File: config.mk
export PLATFORM = sky130hd
export DESIGN_NAME = ldst_agu
export DESIGN_NICKNAME = d
export VERILOG_FILES = /design/src/rtl/ldst_pkg.sv /design/src/rtl/ldst_decode.sv /design/src/rtl/ldst_agen.sv /design/src/rtl/ldst_seq.sv /design/src/rtl/ldst_flags.sv /design/src/rtl/ldst_agu.sv
export SDC_FILE = /design/constraint.sdc
export NUM_CORES = 1
export LEC_CHECK = 0
export BUFFER_PORTS_ARGS = -buffer_cell sky130_fd_sc_hd__buf_4
export CAP_MARGIN = 20
export CORE_AREA = 2 2 117 119
export CTS_CLUSTER_SIZE = 16
export DETAILED_ROUTE_END_ITERATION = 6
export DIE_AREA = 0 0 119 121
export HOLD_SLACK_MARGIN = 0.03
export SLEW_MARGIN = 5
export SYNTH_ARGS = -nofsm -noshare
export SYNTH_HDL_FRONTEND = slang
export SYNTH_SLANG_ARGS = --single-unit
File: constraint.sdc
create_clock -name clk -period 2.96 [get_ports clk]
set_input_delay 0.296 -clock clk [delete_from_list [all_inputs] [get_ports clk]]
set_output_delay 0.296 -clock clk [all_outputs]
set_load 0.01 [all_outputs]
File: src/rtl/ldst_pkg.sv
// Shared constants and types for the load/store address sequencer.
// Assumes a 4-bit opcode at the top of the instruction word.
package ldst_pkg;

    localparam int OPC_W = 4;

    localparam logic [OPC_W-1:0] OP_LD_PC  = 4'b0010;
    localparam logic [OPC_W-1:0] OP_LD_IND = 4'b1010;
    localparam logic [OPC_W-1:0] OP_ADDR   = 4'b1110;
    localparam logic [OPC_W-1:0] OP_ST_PC  = 4'b0011;
    localparam logic [OPC_W-1:0] OP_ST_IND = 4'b1011;
    localparam logic [OPC_W-1:0] OP_LD_BASE = 4'b0110;
    localparam logic [OPC_W-1:0] OP_ST_BASE = 4'b0111;

    // Flag vector order is {N, Z, P}
    localparam int FLAG_W = 3;
    localparam logic [FLAG_W-1:0] FLAG_RESET = 3'b010;

    typedef enum logic [2:0] {
        S_IDLE,
        S_PTR_REQ,
        S_PTR_CAP,
        S_DAT_RD,
        S_DAT_CAP,
        S_DAT_WR,
        S_ADDR_WB
    } seq_state_e;

endpackage

File: src/rtl/ldst_decode.sv
// Opcode classifier: tells whether an opcode belongs to this block and,
// if so, which access kind and addressing mode it uses.
// Assumes: purely combinational, no state.
module ldst_decode
    import ldst_pkg::*;
(
    input  logic [OPC_W-1:0] opc,
    output logic             valid,
    output logic             is_store,
    output logic             is_addr,
    output logic             indirect,
    output logic             base_mode
);

    // Map each opcode to its access attributes
    always_comb begin
        valid     = 1'b0;
        is_store  = 1'b0;
        is_addr   = 1'b0;
        indirect  = 1'b0;
        base_mode = 1'b0;
        case (opc)
            OP_LD_PC:   valid = 1'b1;
            OP_LD_IND:  begin valid = 1'b1; indirect = 1'b1; end
            OP_ADDR:    begin valid = 1'b1; is_addr = 1'b1; end
            OP_ST_PC:   begin valid = 1'b1; is_store = 1'b1; end
            OP_ST_IND:  begin valid = 1'b1; is_store = 1'b1; indirect = 1'b1; end
            OP_LD_BASE: begin valid = 1'b1; base_mode = 1'b1; end
            OP_ST_BASE: begin valid = 1'b1; is_store = 1'b1; base_mode = 1'b1; end
            default:    valid = 1'b0;
        endcase
    end

endmodule

File: src/rtl/ldst_agen.sv
// Effective-address adder: sign-extends the offset field and adds it
// to either the incremented PC or the base register value.
// Assumes the short offset occupies the low bits of the long one.
module ldst_agen #(
    parameter int XLEN    = 16,
    parameter int PCOFF_W = 9,
    parameter int BOFF_W  = 6
) (
    input  logic               base_mode,
    input  logic [PCOFF_W-1:0] off_field,
    input  logic [XLEN-1:0]    pc_next,
    input  logic [XLEN-1:0]    base_val,
    output logic [XLEN-1:0]    ea
);

    localparam int PC_PAD = XLEN - PCOFF_W;
    localparam int B_PAD  = XLEN - BOFF_W;

    logic [XLEN-1:0] pc_off_x;
    logic [XLEN-1:0] base_off_x;

    // Sign-extend both offset widths
    always_comb begin
        pc_off_x   = {{PC_PAD{off_field[PCOFF_W-1]}}, off_field};
        base_off_x = {{B_PAD{off_field[BOFF_W-1]}}, off_field[BOFF_W-1:0]};
    end

    // Select the anchor and add the offset
    always_comb begin
        if (base_mode) ea = base_val + base_off_x;
        else           ea = pc_next + pc_off_x;
    end

endmodule

File: src/rtl/ldst_seq.sv
// Access sequencer: accepts a decoded instruction while idle, holds its
// address, source data and register index, and steps through pointer
// read, data read/write or register write-back, one state per cycle.
// Assumes memory read data is valid one cycle after the read request
// and that the data and address widths are equal (pointer becomes address).
module ldst_seq
    import ldst_pkg::*;
#(
    parameter int XLEN   = 16,
    parameter int RIDX_W = 3
) (
    input  logic              clk,
    input  logic              rst_n,
    input  logic              start,
    input  logic              dec_valid,
    input  logic              dec_store,
    input  logic              dec_addr,
    input  logic              dec_indirect,
    input  logic [XLEN-1:0]   ea,
    input  logic [XLEN-1:0]   src_val,
    input  logic [RIDX_W-1:0] idx_field,
    input  logic [XLEN-1:0]   mem_rdata,
    output logic              busy,
    output logic              done,
    output logic [XLEN-1:0]   mem_addr,
    output logic              mem_re,
    output logic              mem_we,
    output logic [XLEN-1:0]   mem_wdata,
    output logic              reg_we,
    output logic [RIDX_W-1:0] reg_idx,
    output logic [XLEN-1:0]   reg_wdata
);

    seq_state_e        state;
    logic [XLEN-1:0]   addr_q;
    logic [XLEN-1:0]   src_q;
    logic [RIDX_W-1:0] idx_q;
    logic              store_q;
    logic              accept;

    // Accept only in idle and only for opcodes this block owns
    always_comb accept = (state == S_IDLE) && start && dec_valid;

    // State register and held operands
    always_ff @(posedge clk) begin
        if (!rst_n) begin
            state   <= S_IDLE;
            addr_q  <= '0;
            src_q   <= '0;
            idx_q   <= '0;
            store_q <= 1'b0;
        end else begin
            case (state)
                S_IDLE: begin
                    if (accept) begin
                        addr_q  <= ea;
                        src_q   <= src_val;
                        idx_q   <= idx_field;
                        store_q <= dec_store;
                        if (dec_addr)          state <= S_ADDR_WB;
                        else if (dec_indirect) state <= S_PTR_REQ;
                        else if (dec_store)    state <= S_DAT_WR;
                        else                   state <= S_DAT_RD;
                    end
                end
                S_PTR_REQ: state <= S_PTR_CAP;
                S_PTR_CAP: begin
                    addr_q <= mem_rdata;
                    state  <= store_q ? S_DAT_WR : S_DAT_RD;
                end
                S_DAT_RD:  state <= S_DAT_CAP;
                default:   state <= S_IDLE;
            endcase
        end
    end

    // Memory-side strobes from the current state
    always_comb begin
        mem_re    = (state == S_PTR_REQ) || (state == S_DAT_RD);
        mem_we    = (state == S_DAT_WR);
        mem_addr  = addr_q;
        mem_wdata = src_q;
    end

    // Register-side write-back and completion
    always_comb begin
        reg_we    = (state == S_DAT_CAP) || (state == S_ADDR_WB);
        reg_wdata = (state == S_DAT_CAP) ? mem_rdata : addr_q;
        reg_idx   = idx_q;
        done      = (state == S_DAT_CAP) || (state == S_DAT_WR) || (state == S_ADDR_WB);
        busy      = (state != S_IDLE);
    end

    AST_NO_DUAL_ACCESS: assert property (@(posedge clk) disable iff (!rst_n)
        !(mem_re && mem_we));
    AST_DONE_SINGLE: assert property (@(posedge clk) disable iff (!rst_n)
        done |=> !done);
    AST_BUSY_UNTIL_DONE: assert property (@(posedge clk) disable iff (!rst_n)
        (busy && !done) |=> busy);
    AST_LOAD_RETURN: assert property (@(posedge clk) disable iff (!rst_n)
        (state == S_DAT_RD) |=> (reg_we && done));
    AST_STORE_NO_WB: assert property (@(posedge clk) disable iff (!rst_n)
        mem_we |-> !reg_we);
    AST_PTR_FOLLOWUP: assert property (@(posedge clk) disable iff (!rst_n)
        (state == S_PTR_CAP) |=> (mem_re || mem_we));
    AST_PTR_GAP: assert property (@(posedge clk) disable iff (!rst_n)
        (state == S_PTR_REQ) |=> (!mem_re && !mem_we && !done));

endmodule

File: src/rtl/ldst_flags.sv
// Condition flag register {N,Z,P}: loaded from each register write-back
// value, held otherwise.
// Assumes write-back lasts one cycle per instruction.
module ldst_flags
    import ldst_pkg::*;
#(
    parameter int XLEN = 16
) (
    input  logic              clk,
    input  logic              rst_n,
    input  logic              wr_en,
    input  logic [XLEN-1:0]   wr_val,
    output logic [FLAG_W-1:0] flags
);

    logic neg;
    logic zero;

    // Classify the written value
    always_comb begin
        neg  = wr_val[XLEN-1];
        zero = (wr_val == '0);
    end

    // Flag register update
    always_ff @(posedge clk) begin
        if (!rst_n)     flags <= FLAG_RESET;
        else if (wr_en) flags <= {neg, zero, !neg && !zero};
    end

    AST_FLAG_ONEHOT: assert property (@(posedge clk) disable iff (!rst_n)
        $countones(flags) == 1);
    AST_FLAG_HOLD: assert property (@(posedge clk) disable iff (!rst_n)
        !wr_en |=> $stable(flags));

endmodule

File: src/rtl/ldst_agu.sv
// Top of the load/store address sequencer: decodes the offered
// instruction, forms its effective address and runs the access sequence.
// Assumes operands are valid in the cycle start is sampled while idle.
module ldst_agu
    import ldst_pkg::*;
#(
    parameter int XLEN    = 16,
    parameter int RIDX_W  = 3,
    parameter int PCOFF_W = 9,
    parameter int BOFF_W  = 6
) (
    input  logic              clk,
    input  logic              rst_n,
    input  logic              start,
    input  logic [XLEN-1:0]   instr,
    input  logic [XLEN-1:0]   pc_next,
    input  logic [XLEN-1:0]   base_val,
    input  logic [XLEN-1:0]   src_val,
    output logic              busy,
    output logic              done,
    output logic [XLEN-1:0]   mem_addr,
    output logic              mem_re,
    output logic              mem_we,
    output logic [XLEN-1:0]   mem_wdata,
    input  logic [XLEN-1:0]   mem_rdata,
    output logic              reg_we,
    output logic [RIDX_W-1:0] reg_idx,
    output logic [XLEN-1:0]   reg_wdata,
    output logic [FLAG_W-1:0] flags
);

    localparam int OPC_LSB  = XLEN - OPC_W;
    localparam int RIDX_LSB = OPC_LSB - RIDX_W;

    logic            dec_valid;
    logic            dec_store;
    logic            dec_addr;
    logic            dec_indirect;
    logic            dec_base;
    logic [XLEN-1:0] ea;

    ldst_decode u_decode (
        .opc       (instr[XLEN-1:OPC_LSB]),
        .valid     (dec_valid),
        .is_store  (dec_store),
        .is_addr   (dec_addr),
        .indirect  (dec_indirect),
        .base_mode (dec_base)
    );

    ldst_agen #(
        .XLEN    (XLEN),
        .PCOFF_W (PCOFF_W),
        .BOFF_W  (BOFF_W)
    ) u_agen (
        .base_mode (dec_base),
        .off_field (instr[PCOFF_W-1:0]),
        .pc_next   (pc_next),
        .base_val  (base_val),
        .ea        (ea)
    );

    ldst_seq #(
        .XLEN   (XLEN),
        .RIDX_W (RIDX_W)
    ) u_seq (
        .clk          (clk),
        .rst_n        (rst_n),
        .start        (start),
        .dec_valid    (dec_valid),
        .dec_store    (dec_store),
        .dec_addr     (dec_addr),
        .dec_indirect (dec_indirect),
        .ea           (ea),
        .src_val      (src_val),
        .idx_field    (instr[OPC_LSB-1:RIDX_LSB]),
        .mem_rdata    (mem_rdata),
        .busy         (busy),
        .done         (done),
        .mem_addr     (mem_addr),
        .mem_re       (mem_re),
        .mem_we       (mem_we),
        .mem_wdata    (mem_wdata),
        .reg_we       (reg_we),
        .reg_idx      (reg_idx),
        .reg_wdata    (reg_wdata)
    );

    ldst_flags #(
        .XLEN (XLEN)
    ) u_flags (
        .clk    (clk),
        .rst_n  (rst_n),
        .wr_en  (reg_we),
        .wr_val (reg_wdata),
        .flags  (flags)
    );

    AST_IDLE_QUIET: assert property (@(posedge clk) disable iff (!rst_n)
        !busy |-> (!mem_re && !mem_we && !reg_we && !done));
    AST_REJECT_FOREIGN: assert property (@(posedge clk) disable iff (!rst_n)
        (!busy && start && !dec_valid) |=> !busy);

endmodule

Word level (Yosys, flattened, before mapping). Cells that the tools add are included.

Add/sub/neg operators: 2. Multiply operators: 0. Div/mod/pow operators: 0. Magnitude comparators: 0. Eq/ne operators: 14. Shift-type cells: 0. Multiplexer cells: 15. Bitwise operators: 0. Reduce and logical (&&, ||, !) cells: 19.

Operators with widths (count): $mux W16 (3); $add A16 B16 Y16 (2); $pmux W16 S2 (1); $logic_not A16 Y1 (1); $mux W3 (5); $eq A4 B4 Y1 const B (3); $pmux W3 S4 (1); $eq A3 B3 Y1 const B (3); $eq A4 B2 Y1 const B (2); $eq A4 B3 Y1 const B (2); $reduce_or A7 Y1 (1); $eq A3 B2 Y1 const B (2); $mux W1 (5); $logic_or A1 B1 Y1 (4); $reduce_and A2 Y1 (2); $reduce_or A2 Y1 (2); $eq A3 B1 Y1 const B (1); $logic_and A1 B1 Y1 (3); $logic_not A3 Y1 (1); $reduce_bool A3 Y1 (1); $reduce_or A3 Y1 (1); $logic_not A1 Y1 (2); $ne A2 B1 Y1 const B (1); $reduce_bool A2 Y1 (1).

Register bits: 42. Bits in latches: 0. Memory bits (writable): 0. ROM bits: 0. Output and inout bits: 59. Word-level logic and storage cells: 56. Memories kept: 0.

Depth between registers and ports, before layout.
Depth after elaboration: 8. Mapped depth: 8. Depth with buffers taken out: 8.

Modules after synthesis. Synthesis repeated with hierarchy kept, for this count alone.

Cells, all modules: 454. Area, all modules: 3722.3 sq um.

Modules (own cells, without submodules): ldst_seq (times used 1, cells an instance 208, area an instance 1931.9 sq um); ldst_agen (times used 1, cells an instance 222, area an instance 1602.8 sq um); ldst_flags (times used 1, cells an instance 16, area an instance 147.6 sq um); ldst_decode (times used 1, cells an instance 8, area an instance 40.0 sq um).

Least setup slack after synthesis. OpenSTA, ideal clock, no wires.

Kind: input -> register. Start: in instr[0]. End: reg u_seq.addr_q[14], in the netlist u_seq.mem_addr[14]. Arrival: 2.167 ns. Required time: 2.887 ns. Slack: 0.719 ns. Cell stages on the path: 8. Path buffers: 0. Path through: ha_1 -> fa_1 -> a21o_1 -> a31oi_2 -> nor4_2 -> a2111oi_4 -> mux2_4 -> o211ai_2.

Longest elaborated chain between the ends: 4. Elaborated cells between the ends (all ways): 5. Those cells by class: 2 x add/sub; 3 x mux.

Ends and longest elaborated chain: from (decl) (line ldst_agu.sv:15) `input logic [XLEN-1:0] instr,`; $add A16 B16 Y16 (on tied branches) (line ldst_agen.sv:31, ldst_agen.sv:30); $mux W16 (*) (line ldst_agen.sv:30) `if (base_mode) ea = base_val + base_off_x;`; $mux W16 (*) (line ldst_seq.sv:55) `if (accept) begin`; $pmux W16 S2 (*) (line ldst_seq.sv:53) `case (state)`; to (signal assigned) (line ldst_seq.sv:68) `addr_q <= mem_rdata;`; to (decl) (line ldst_seq.sv:35) `logic [XLEN-1:0] addr_q;`.

Mark *: on every way between the ends. The rest lies on a longest branch, timed or not. The select of a mux whose other input is x is not followed. A chain may end at the register's enable or synchronous reset.

Worst setup path in the final report.
Start: reg u_seq.state[0]. End: out reg_wdata[9].

Longest elaborated chain between the ends: 2.

Ends and longest elaborated chain: from (decl) (line ldst_seq.sv:34) `seq_state_e state;`; from (signal assigned) (line ldst_seq.sv:69) `state <= store_q ? S_DAT_WR : S_DAT_RD;`; $eq A3 B3 Y1 (line ldst_seq.sv:88) `reg_wdata = (state == S_DAT_CAP) ? mem_rdata : addr_q;`; $mux W16 (line ldst_seq.sv:88); to (decl) (line ldst_agu.sv:28) `output logic [XLEN-1:0] reg_wdata,`.

No other way between the ends.

==> results.md <==
* Result of the run: complete, no violations
* Synth Cell Area at 3870 sq um
* Mapped Cells at 489
* Cell seen most often among critical-path stages: sky130_fd_sc_hd__buf_4
* Series of cell instances along the critical path: nand2b_2, nor2_2, buf_4, mux2_2, buf_4
* Cell leakage power at 2.31 nW
* Crit. End Element: primary output
* GRT Util Overall at 18.0%
* Library cell occupying the most area in the post-synthesis netlist: sky130_fd_sc_hd__dfxtp_1
* Family with the most delay on the worst path: simple AND/OR/NAND/NOR gates
* First-pass GRT wire length at 20700 um
* Vias in the first global route at 4006
* Worst endpoint required time at 2.66 ns
* Antenna violations before repair at 0
* Final setup skew at 0.00653 ns
* Worst setup path category: flip-flop to primary output
* Post-synth top area share at 21.7%
* Final setup margin at 0.529 ns
* Final core area utilization at 40.2%
* Total of warnings raised by yosys at 0
* Setup-failing EPs final at 0
* I/O pin cnt at 142
* Slew at the pin closest to its max-slew limit at 0.764 ns
* Most common cell after layout, fill and taps aside: sky130_fd_sc_hd__buf_4
* Standard-cell rows at 42
* Routed wire per std cell at 16.8 um
* Post-CTS Hold Fix Bufs at 0
* Highest-delay cell along the critical path: sky130_fd_sc_hd__dfxtp_1
* Ratio of cells with drive above 1 in the final layout at 31.4%
* Clock tree from TritonCTS: yes
* Period Utilization, post-route at 82.1%
* Pin count of the biggest net entering global routing at 45
* Final number of hold-violating endpoints at 0
* Slowest cell delay on critical path at 0.40 ns
* Flip-flop cell with the highest count after synthesis: sky130_fd_sc_hd__dfxtp_1
* Number of distinct standard cells referenced by the synthesized netlist at 74
* Pre-Repair DR Iteration Count at 4
* Peak supply drop at 0.000255 V
* Syn_nets at 604
* Max Slew Vio Count at 0
* Tightest hold margin at 0.249 ns
* Post-synthesis to final-layout area growth at 36.1%
* Most area-consuming cells after synthesis: sky130_fd_sc_hd__dfxtp_1 22%, sky130_fd_sc_hd__ha_1 9.7%, sky130_fd_sc_hd__nand2_1 8.6%
* Clk buf depth at 2
* Sequential-to-total area share from yosys stat at 21.7%
* Final worst path period need at 2.43 ns
* Combined buffer and inverter count along the critical path at 2
* Nets at 736
* Cts bufs inserted at 5
* Class of the most critical hold timing path: primary input to flip-flop
* Clock latency on the worst-skew pair at 0.29 ns
* DRC violation count after routing at 0
* Rel. slew slack at 49.1%
* Full die area at 14400 sq um
* Count of flip-flops with a built-in enable after synthesis at 0
* Detailed placer's ending HPWL at 11100 um
* Post-route antenna net violation count at 0
* CP Max Fanout at 10
* DIE HEIGHT at 121 um
* Setup Fix Bufs, Post-CTS at 0
* Count of vias placed by the detailed router at 4233
* DP Worst Slack at 0.384 ns
* Library cell used as clock root buffer: sky130_fd_sc_hd__clkbuf_16
* Sinks on Clock Net at 42
* Max Clk Rate at 411 MHz
* Critical Path AT at 2.14 ns
* Iteration-0 DRC count of the detailed router at 328
* Number of cells upsized or downsized after cts at 0
* Number of levels in the clock H-tree at 2
* Area of the core at 13100 sq um
* Drt via density at 5.30
* Die width at 119 um
* Input/output buffers at 141
* Overflow left after global routing at 0
* RePlAce Congestion at 0.936
* Fin Setup TNS at 0 ns
* Final antenna diode count at 0
* Share of async-settable or async-resettable flops after synthesis at 0%
* Highest-count cells in the layout ignoring fill and taps: 149 x sky130_fd_sc_hd__buf_4, 89 x sky130_fd_sc_hd__nand2_1, 42 x sky130_fd_sc_hd__dfxtp_1
* Max_cap viols at 0
* Power density cells at 446 nW/um^2
* Unrepaired setup endpoints after global routing: false
* Clock edge transition at the registers on the reported setup and hold paths at 0.07 ns
* Synthesis-stage register bit count at 42
* Critical path launch point type: flip-flop
* Initial standard-cell utilization of the core at 29.5%
* Routed WL at 13400 um
* Syn avg cell area at 7.91 sq um
worst reg2reg max path: stages (launching register included):
cell,delay (ns)
sky130_fd_sc_hd__dfxtp_1,0.40
sky130_fd_sc_hd__or3_4,0.45
sky130_fd_sc_hd__or3_1,0.72
sky130_fd_sc_hd__nand2_1,0.18
sky130_fd_sc_hd__nand3_1,0.08
sky130_fd_sc_hd__o211a_1,0.15
cells by family (layout without fill, tap and decap cells):
logic type / Yosys count / in the layout / synth area share (%)
AND/OR/NAND/NOR: 183 / 183 / 23.0
AO/OA/AOI/OAI: 156 / 156 / 28.4
flip-flops: 42 / 42 / 21.7
adder cells (fa/ha/maj): 32 / 32 / 10.7
buffers and inverters: 30 / 163 / 4.11
multiplexers: 25 / 25 / 7.15
XOR/XNOR: 21 / 21 / 4.76
metrics by stage:
step	instance area (sq um)	std cells	total power (W)
after floorplan	3870	489	0.00124
final	5260	798	0.00235
after global placement	5070	790	0.00163
after global routing	5260	798	0.00247
after detailed placement	5070	790	0.00163
after CTS	5260	798	0.00236
final timing paths:
path / startpoint / to / slack, ns / depth (start not counted)
min: mem_rdata[4] / u_seq.mem_addr[4]$_SDFFE_PN0P_ / 0.25 / 3
max: u_seq.state[0]$_SDFFE_PN0P_ / reg_wdata[9] / 0.53 / 5
min reg2reg: u_seq.mem_wdata[13]$_SDFFE_PN0P_ / u_seq.mem_wdata[13]$_SDFFE_PN0P_ / 0.45 / 2
max reg2reg: u_seq.state[0]$_SDFFE_PN0P_ / u_seq.mem_addr[2]$_SDFFE_PN0P_ / 0.88 / 5
cell usage after synthesis (all sizes together), types with 6 or more instances:
cell type	instances
nand3	16
o211ai	9
xor2	9
mux2	18
buf	16
inv	6
mux2i	7
a21o	8
nor2	23
nand4	7
nor2b	6
o21ai	30
ha	30
xnor2	12
nand2	90
nor4	10
a211oi	6
a31oi	8
a21oi	33
a21boi	24
clkbuf	8
dfxtp	42
area by class of cell:
class | count | area [sq um]
fill | 1333 | 7820
multi-input combinational | 417 | 2870
timing repair buffer | 149 | 1120
sequential | 42 | 841
tap | 176 | 220
clock buffer | 5 | 125
clock inverter | 3 | 68.8
inverter | 6 | 22.5
per-layer routing:
layer	track usage, %	wire (um)	vias to the layer above
met4	5.58	280	0
met1	23.4	6080	1955
met2	30.3	6170	177
li1	-	-	2078
met3	3.10	854	23
met5	0	0	-
flip-flops by register name (all words and copies together), names as in the netlist:
signal           flops
u_flags.flags        3
u_seq.mem_addr      16
u_seq.mem_wdata     16
u_seq.reg_idx        3
u_seq.state          3
u_seq.store_q        1
report_power, final:
| group | switching [W] | internal, W |
|---|---|---|
| registers | 0.0000626 | 0.000617 |
| clock network | 0.000242 | 0.000485 |
| logic | 0.000496 | 0.000445 |
| total | 0.000800 | 0.00155 |
Note: power is estimated with default switching activity, not from simulation.
